<file path="src/rtl/stbc_pkg.sv">
package stbc_pkg;

  // Transform applied to one complex symbol
  typedef enum logic [1:0] {
    XF_PASS = 2'd0,
    XF_CONJ = 2'd1,
    XF_NEG  = 2'd2
  } xf_mode_e;

  // Pair collector: waiting for s0, or holding s0 and waiting for s1
  typedef enum logic {
    COL_EMPTY = 1'b0,
    COL_HELD  = 1'b1
  } col_state_e;

  // Slot sequencer: next cycle may start a pair, or must send slot 2
  typedef enum logic {
    SG_SLOT1 = 1'b0,
    SG_SLOT2 = 1'b1
  } sg_state_e;

endpackage

</file>
<file path="src/rtl/stbc_cplx_op.sv">
module stbc_cplx_op
  import stbc_pkg::*;
#(
  parameter int W = 8
) (
  input  xf_mode_e       mode,
  input  logic [W-1:0]   a_i,
  input  logic [W-1:0]   a_q,
  output logic [W-1:0]   y_i,
  output logic [W-1:0]   y_q
);

  localparam logic [W-1:0] MIN_CODE = {1'b1, {(W-1){1'b0}}};
  localparam logic [W-1:0] MAX_CODE = {1'b0, {(W-1){1'b1}}};
  localparam logic [W-1:0] ONE      = {{(W-1){1'b0}}, 1'b1};

  // Saturating two's-complement negation
  function automatic logic [W-1:0] sat_neg(input logic [W-1:0] x);
    if (x == MIN_CODE) return MAX_CODE;
    return ~x + ONE;
  endfunction

  always_comb begin
    case (mode)
      XF_CONJ: begin
        y_i = a_i;
        y_q = sat_neg(a_q);
      end
      XF_NEG: begin
        y_i = sat_neg(a_i);
        y_q = sat_neg(a_q);
      end
      default: begin
        y_i = a_i;
        y_q = a_q;
      end
    endcase
  end

endmodule

</file>
<file path="src/rtl/stbc_pair_collect.sv">
module stbc_pair_collect
  import stbc_pkg::*;
#(
  parameter int W = 8
) (
  input  logic           clk,
  input  logic           rst_n,
  input  logic           in_valid,
  input  logic           in_eob,
  input  logic [W-1:0]   in_i,
  input  logic [W-1:0]   in_q,
  output logic           pair_valid,
  output logic [4*W-1:0] pair_data   // {s0_i, s0_q, s1_i, s1_q}
);

  localparam int SW = 2 * W;

  col_state_e      state_q, state_n;
  logic [SW-1:0]   first_q;
  logic            first_en;
  logic            pv_q, pv_n;
  logic [4*W-1:0]  pd_q, pd_n;

  always_comb begin
    state_n  = state_q;
    first_en = 1'b0;
    pv_n     = 1'b0;
    pd_n     = pd_q;
    if (in_valid) begin
      case (state_q)
        COL_HELD: begin
          pv_n    = 1'b1;
          pd_n    = {first_q, in_i, in_q};
          state_n = COL_EMPTY;
        end
        default: begin
          if (in_eob) begin
            pv_n = 1'b1;
            pd_n = {in_i, in_q, {SW{1'b0}}};    // odd block end: null partner
          end else begin
            first_en = 1'b1;
            state_n  = COL_HELD;
          end
        end
      endcase
    end
  end

  always_ff @(posedge clk or negedge rst_n) begin
    if (!rst_n) begin
      state_q <= COL_EMPTY;
      pv_q    <= 1'b0;
    end else begin
      state_q <= state_n;
      pv_q    <= pv_n;
    end
  end

  always_ff @(posedge clk or negedge rst_n) begin
    if (!rst_n) begin
      first_q <= '0;
    end else if (first_en) begin
      first_q <= {in_i, in_q};
    end
  end

  always_ff @(posedge clk or negedge rst_n) begin
    if (!rst_n) begin
      pd_q <= '0;
    end else if (pv_n) begin
      pd_q <= pd_n;
    end
  end

  assign pair_valid = pv_q;
  assign pair_data  = pd_q;

endmodule

</file>
<file path="src/rtl/stbc_pair_fifo.sv">
module stbc_pair_fifo #(
  parameter int W     = 8,
  parameter int DEPTH = 2
) (
  input  logic           clk,
  input  logic           rst_n,
  input  logic           wr_en,
  input  logic [4*W-1:0] wr_data,
  input  logic           rd_en,
  output logic [4*W-1:0] rd_data,
  output logic           empty
);

  localparam int DW = 4 * W;
  localparam int PW = (DEPTH > 1) ? $clog2(DEPTH) : 1;
  localparam int CW = $clog2(DEPTH + 1);

  logic [PW-1:0]       wr_ptr_q, wr_ptr_n, rd_ptr_q, rd_ptr_n;
  logic [CW-1:0]       cnt_q, cnt_n;
  logic                full, wr_ok, rd_ok;
  logic [DEPTH*DW-1:0] ent_flat;

  function automatic logic [PW-1:0] ptr_inc(input logic [PW-1:0] p);
    if (p == PW'(DEPTH - 1)) return '0;
    return p + 1'b1;
  endfunction

  assign full  = (cnt_q == CW'(DEPTH));
  assign empty = (cnt_q == '0);
  assign wr_ok = wr_en && !full;
  assign rd_ok = rd_en && !empty;

  always_comb begin
    wr_ptr_n = wr_ok ? ptr_inc(wr_ptr_q) : wr_ptr_q;
    rd_ptr_n = rd_ok ? ptr_inc(rd_ptr_q) : rd_ptr_q;
    case ({wr_ok, rd_ok})
      2'b10:   cnt_n = cnt_q + 1'b1;
      2'b01:   cnt_n = cnt_q - 1'b1;
      default: cnt_n = cnt_q;
    endcase
  end

  always_ff @(posedge clk or negedge rst_n) begin
    if (!rst_n) begin
      wr_ptr_q <= '0;
      rd_ptr_q <= '0;
      cnt_q    <= '0;
    end else begin
      wr_ptr_q <= wr_ptr_n;
      rd_ptr_q <= rd_ptr_n;
      cnt_q    <= cnt_n;
    end
  end

  for (genvar e = 0; e < DEPTH; e++) begin : g_ent
    logic          ent_en;
    logic [DW-1:0] ent_q;

    assign ent_en = wr_ok && (wr_ptr_q == PW'(e));

    always_ff @(posedge clk or negedge rst_n) begin
      if (!rst_n) begin
        ent_q <= '0;
      end else if (ent_en) begin
        ent_q <= wr_data;
      end
    end

    assign ent_flat[e*DW +: DW] = ent_q;
  end

  always_comb begin
    rd_data = '0;
    for (int e = 0; e < DEPTH; e++) begin
      if (rd_ptr_q == PW'(e)) rd_data = ent_flat[e*DW +: DW];
    end
  end

endmodule

</file>
<file path="src/rtl/stbc_slot_gen.sv">
module stbc_slot_gen
  import stbc_pkg::*;
#(
  parameter int W = 8
) (
  input  logic           clk,
  input  logic           rst_n,
  input  logic           fifo_empty,
  input  logic [4*W-1:0] fifo_data,   // {s0_i, s0_q, s1_i, s1_q}
  output logic           fifo_pop,
  output logic           out_valid,
  output logic [4*W-1:0] out_data     // {a0_i, a0_q, a1_i, a1_q}
);

  sg_state_e       state_q, state_n;
  logic [4*W-1:0]  hold_q;
  logic            v_q, v_n;
  logic [4*W-1:0]  o_q, o_n;

  logic [W-1:0] c1_i, c1_q, nc1_i, nc1_q, c0_i, c0_q;

  // Slot 2 antenna 0: conj(s1), then negate
  stbc_cplx_op #(.W(W)) u_conj_s1 (
    .mode (XF_CONJ),
    .a_i  (hold_q[2*W-1:W]),
    .a_q  (hold_q[W-1:0]),
    .y_i  (c1_i),
    .y_q  (c1_q)
  );

  stbc_cplx_op #(.W(W)) u_neg_s1 (
    .mode (XF_NEG),
    .a_i  (c1_i),
    .a_q  (c1_q),
    .y_i  (nc1_i),
    .y_q  (nc1_q)
  );

  // Slot 2 antenna 1: conj(s0)
  stbc_cplx_op #(.W(W)) u_conj_s0 (
    .mode (XF_CONJ),
    .a_i  (hold_q[4*W-1:3*W]),
    .a_q  (hold_q[3*W-1:2*W]),
    .y_i  (c0_i),
    .y_q  (c0_q)
  );

  always_comb begin
    state_n  = state_q;
    fifo_pop = 1'b0;
    v_n      = 1'b0;
    o_n      = '0;
    case (state_q)
      SG_SLOT2: begin
        v_n     = 1'b1;
        o_n     = {nc1_i, nc1_q, c0_i, c0_q};
        state_n = SG_SLOT1;
      end
      default: begin
        if (!fifo_empty) begin
          fifo_pop = 1'b1;
          v_n      = 1'b1;
          o_n      = fifo_data;   // slot 1: s0 on antenna 0, s1 on antenna 1
          state_n  = SG_SLOT2;
        end
      end
    endcase
  end

  always_ff @(posedge clk or negedge rst_n) begin
    if (!rst_n) begin
      state_q <= SG_SLOT1;
      v_q     <= 1'b0;
      o_q     <= '0;
    end else begin
      state_q <= state_n;
      v_q     <= v_n;
      o_q     <= o_n;
    end
  end

  always_ff @(posedge clk or negedge rst_n) begin
    if (!rst_n) begin
      hold_q <= '0;
    end else if (fifo_pop) begin
      hold_q <= fifo_data;
    end
  end

  assign out_valid = v_q;
  assign out_data  = o_q;

endmodule

</file>
<file path="src/rtl/stbc_encoder.sv">
module stbc_encoder #(
  parameter int SYM_W      = 8,
  parameter int PAIR_DEPTH = 2
) (
  input  logic             clk,
  input  logic             rst_n,
  input  logic             in_valid,
  input  logic             in_eob,
  input  logic [SYM_W-1:0] in_i,
  input  logic [SYM_W-1:0] in_q,
  output logic             out_valid,
  output logic [SYM_W-1:0] ant0_i,
  output logic [SYM_W-1:0] ant0_q,
  output logic [SYM_W-1:0] ant1_i,
  output logic [SYM_W-1:0] ant1_q
);

  localparam int PDW = 4 * SYM_W;

  logic           pair_valid;
  logic [PDW-1:0] pair_data;
  logic           q_empty, q_pop;
  logic [PDW-1:0] q_data;
  logic [PDW-1:0] slot_data;

  stbc_pair_collect #(.W(SYM_W)) u_collect (
    .clk        (clk),
    .rst_n      (rst_n),
    .in_valid   (in_valid),
    .in_eob     (in_eob),
    .in_i       (in_i),
    .in_q       (in_q),
    .pair_valid (pair_valid),
    .pair_data  (pair_data)
  );

  stbc_pair_fifo #(.W(SYM_W), .DEPTH(PAIR_DEPTH)) u_queue (
    .clk     (clk),
    .rst_n   (rst_n),
    .wr_en   (pair_valid),
    .wr_data (pair_data),
    .rd_en   (q_pop),
    .rd_data (q_data),
    .empty   (q_empty)
  );

  stbc_slot_gen #(.W(SYM_W)) u_slots (
    .clk        (clk),
    .rst_n      (rst_n),
    .fifo_empty (q_empty),
    .fifo_data  (q_data),
    .fifo_pop   (q_pop),
    .out_valid  (out_valid),
    .out_data   (slot_data)
  );

  assign ant0_i = slot_data[4*SYM_W-1:3*SYM_W];
  assign ant0_q = slot_data[3*SYM_W-1:2*SYM_W];
  assign ant1_i = slot_data[2*SYM_W-1:SYM_W];
  assign ant1_q = slot_data[SYM_W-1:0];

endmodule

</file>
<file path="config.mk">
export PLATFORM = sky130hd
export DESIGN_NAME = stbc_encoder
export DESIGN_NICKNAME = d
export VERILOG_FILES = /design/src/rtl/stbc_pkg.sv /design/src/rtl/stbc_cplx_op.sv /design/src/rtl/stbc_pair_collect.sv /design/src/rtl/stbc_pair_fifo.sv /design/src/rtl/stbc_slot_gen.sv /design/src/rtl/stbc_encoder.sv
export SDC_FILE = /design/constraint.sdc
export NUM_CORES = 1
export LEC_CHECK = 0
export BUFFER_PORTS_ARGS = -buffer_cell sky130_fd_sc_hd__buf_4
export CAP_MARGIN = 30
export CORE_ASPECT_RATIO = 1.1
export CORE_UTILIZATION = 45
export DETAILED_ROUTE_END_ITERATION = 12
export MAX_ROUTING_LAYER = met4
export PLACE_DENSITY = 0.59
export SYNTH_ARGS = -nofsm -noshare
export SYNTH_HDL_FRONTEND = slang
export SYNTH_SLANG_ARGS = --single-unit
</file>
<file path="constraint.sdc">
create_clock -name clk -period 9.4 [get_ports clk]
set_input_delay 0.94 -clock clk [delete_from_list [all_inputs] [get_ports clk]]
set_output_delay 0.94 -clock clk [all_outputs]
set_load 0.05 [all_outputs]
</file>
==> out/metrics.csv <==
metric;value;unit
cell type with the largest total area after synthesis;dfrtp_1;
initial antenna violation count;0;
Die W;127.7;um
register area share after synthesis;0.5890;
area grow syn2layout;16.90;%
Post-synth EDFFs;0;
Die Ht;140.2;um
CTS max path bufs;2;
CTS resizes;0;
fmax;292.3;MHz
worst-margin pin slew;0.8377;ns
Hold Path Class;in2async;
reg2reg setup slack;5.98;ns
Mapped Cells;627;
status;finished, final reports clean;
starting density of the core;0.4594;
clk_lat worst skew;0.43;ns
DR vias/cell;5.213;
Netlist cell types;52;
Yosys reg bits;184;
Post-DRT Antenna Nets;0;
Worst Skew;0.006507;ns
NumNets Final;697;
Final TNS setup;0;ns
total track usage;0.1929;
cell with the most instances after synthesis;dfrtp_1;
placer's final routability congestion estimate;0.7904;
fill count;1502;
vias in the first global route;4862;
first-pass GRT wire length;25.70;mm
max-cap viol count;0;
Commonest cells post-synth;184 x dfrtp_1, 81 x mux2_2, 61 x o21ai_0;
gr ovfl total;0;
Reg clk slew, reported paths;0.06;ns
Peak supply drop;0.1567;mV
CTS buffer count;17;
residual DRC count;0;
Iter 0 DRT Violations;293;
Synth area leaders;dfrtp_1 59%, mux2_2 12%, mux2i_1 6.5%;
Post-Synthesis Cell Area;7817;um^2
root buffer cell;clkbuf_16;
relative slew slack;0.4396;
pre-CTS setup slack;5.954;ns
r2r endpoint;u_slots.out_data[20];
Syn Area/Cell;12.47;um^2
Async S/R FF share, synth;1.000;
core area;17020;um^2
RSZ-0062 raised after global routing;no;
CP max FO;8;
share of the synthesized area in the top cell type;0.5890;
router iterations before antenna repair;4;
crit path launch type;register;
ys flop type;dfrtp_1;
cell area power density;360.7;nW/um^2
largest net degree at the start of global routing;113;
wire per inst;16.65;um
Core Util, Final;0.5371;
Max H-tree Level;4;
max-slew violations;0;
clk sinks;184;
Pleak;4.442;nW
critical path arrival;3.72;ns
Routed WL;15.30;mm
Post-Syn Nets;652;
crit path kind;reg2reg;
die area;17900;um^2
post-CTS setup buffers;0;
Worst Setup End Kind;register;
Buffers on Ports;52;
crit share post-route;0.3640;
setup ws final;5.979;ns
DPL Wire Length;10.23;mm
IO Pins;53;
# rows;50;
Via Count;4791;
Hold Fails Final Rpt;0;
CTS tree;done;
ratio of cells with drive above 1 in the final layout;0.2818;
RR Startpoint;u_slots.hold_q[0];
Warnings, synthesis;0;
hold-fix buffers at CTS;0;
Final Critical Period;3.421;ns
antenna fix cells;0;
Worst EP required;9.70;ns
R2R depth;11;
final setup vio count;0;
==> power breakdown <==
part	internal (mW)	switching, mW
logic	0.538	0.744
clock network	0.464	0.302
registers	1.07	0.173
total	2.08	1.22
==> layout make-up <==
cell class	instances	area (um^2)	share of cell area
timing repair buffer	62	516.7	0.05654
clock inverter	12	188.9	0.02067
clock buffer	20	456.7	0.04997
inverter	15	56.30	0.006161
multi-input combinational	392	3023	0.3308
tap	234	292.8	0.03204
sequential	184	4604	0.5038
==> flip-flops by register name (all words and copies together) (netlist names) <==
register,flops
u_slots.out_valid,1
u_slots.state_q,1
u_queue.cnt_q,2
u_queue.wr_ptr_q,1
u_collect.state_q,1
u_collect.pair_valid,1
u_slots.hold_q,32
u_queue.g_ent.ent_q,64
u_queue.rd_ptr_q,1
u_collect.pair_data,32
u_slots.out_data,32
u_collect.first_q,16
==> metal layers <==
| layer | track usage | part of all wire |
|---|---|---|
| met1 | 0.2700 | 0.50 |
| met2 | 0.2807 | 0.45 |
| met3 | 0.04202 | 0.038 |
| met4 | 0.06006 | 0.013 |
| met5 | - | 0 |
==> metrics by stage <==
stage                     hold slack [ns]  total power [mW]  area, um^2  std cells
after global routing               0.3075             3.508        9139        919
after global placement             0.4607             2.516        8423        884
after CTS                          0.4858             3.331        9084        917
after detailed placement           0.4647             2.550        8438        885
final                              0.3179             3.296        9139        919
after floorplan                    0.4499             2.195        7818        627
==> critical path, stage by stage (launching register included) <==
cell	delay, ns
dfrtp_1	0.47
inv_1	0.11
ha_1	0.25
nor3b_1	0.48
and3_1	0.36
nor2_1	0.07
ha_1	0.23
and3_2	0.18
a31o_2	0.26
and4_4	0.22
and2_4	0.16
or4b_1	0.51
==> cells by family (layout without fill, tap and decap cells) <==
kind of cell / count (synthesis) / in the layout / share of synthesized area
adders and majority gates: 5 / 5 / 0.008003
xor gates and xnor gates: 14 / 14 / 0.01569
and+or+nand+nor: 110 / 110 / 0.06914
muxes: 132 / 132 / 0.1820
DFF: 184 / 184 / 0.5890
buffers and inverters: 51 / 109 / 0.02753
AOI/OAI and AO/OA: 131 / 131 / 0.1087
==> worst max path at each step <==
stage                            startpoint              endpoint
after detailed placement  u_slots.hold_q[0]  u_slots.out_data[20]
after CTS                 u_slots.hold_q[0]  u_slots.out_data[20]
after global placement    u_slots.hold_q[0]  u_slots.out_data[20]
after global routing      u_slots.hold_q[0]  u_slots.out_data[20]
final                     u_slots.hold_q[0]  u_slots.out_data[20]
after floorplan           u_slots.hold_q[0]  u_slots.out_data[20]
==> layout by cell type, fill, tap and decap left out, types with 3 or more instances in the layout <==
master and instances:
a21o_1 32, a21oi_1 5, a22o_1 16, a31o_2 3, buf_4 58, bufinv_16 4
clkbuf_16 17, dfrtp_1 184, ha_1 5, inv_1 15, mux2_2 81, mux2i_1 51
nand2_1 39, nand2b_1 3, nand3_1 3, nor2_1 32, nor3_1 6, o21ai_0 60
xnor2_1 12
Power figures use the tool's default switching activity.
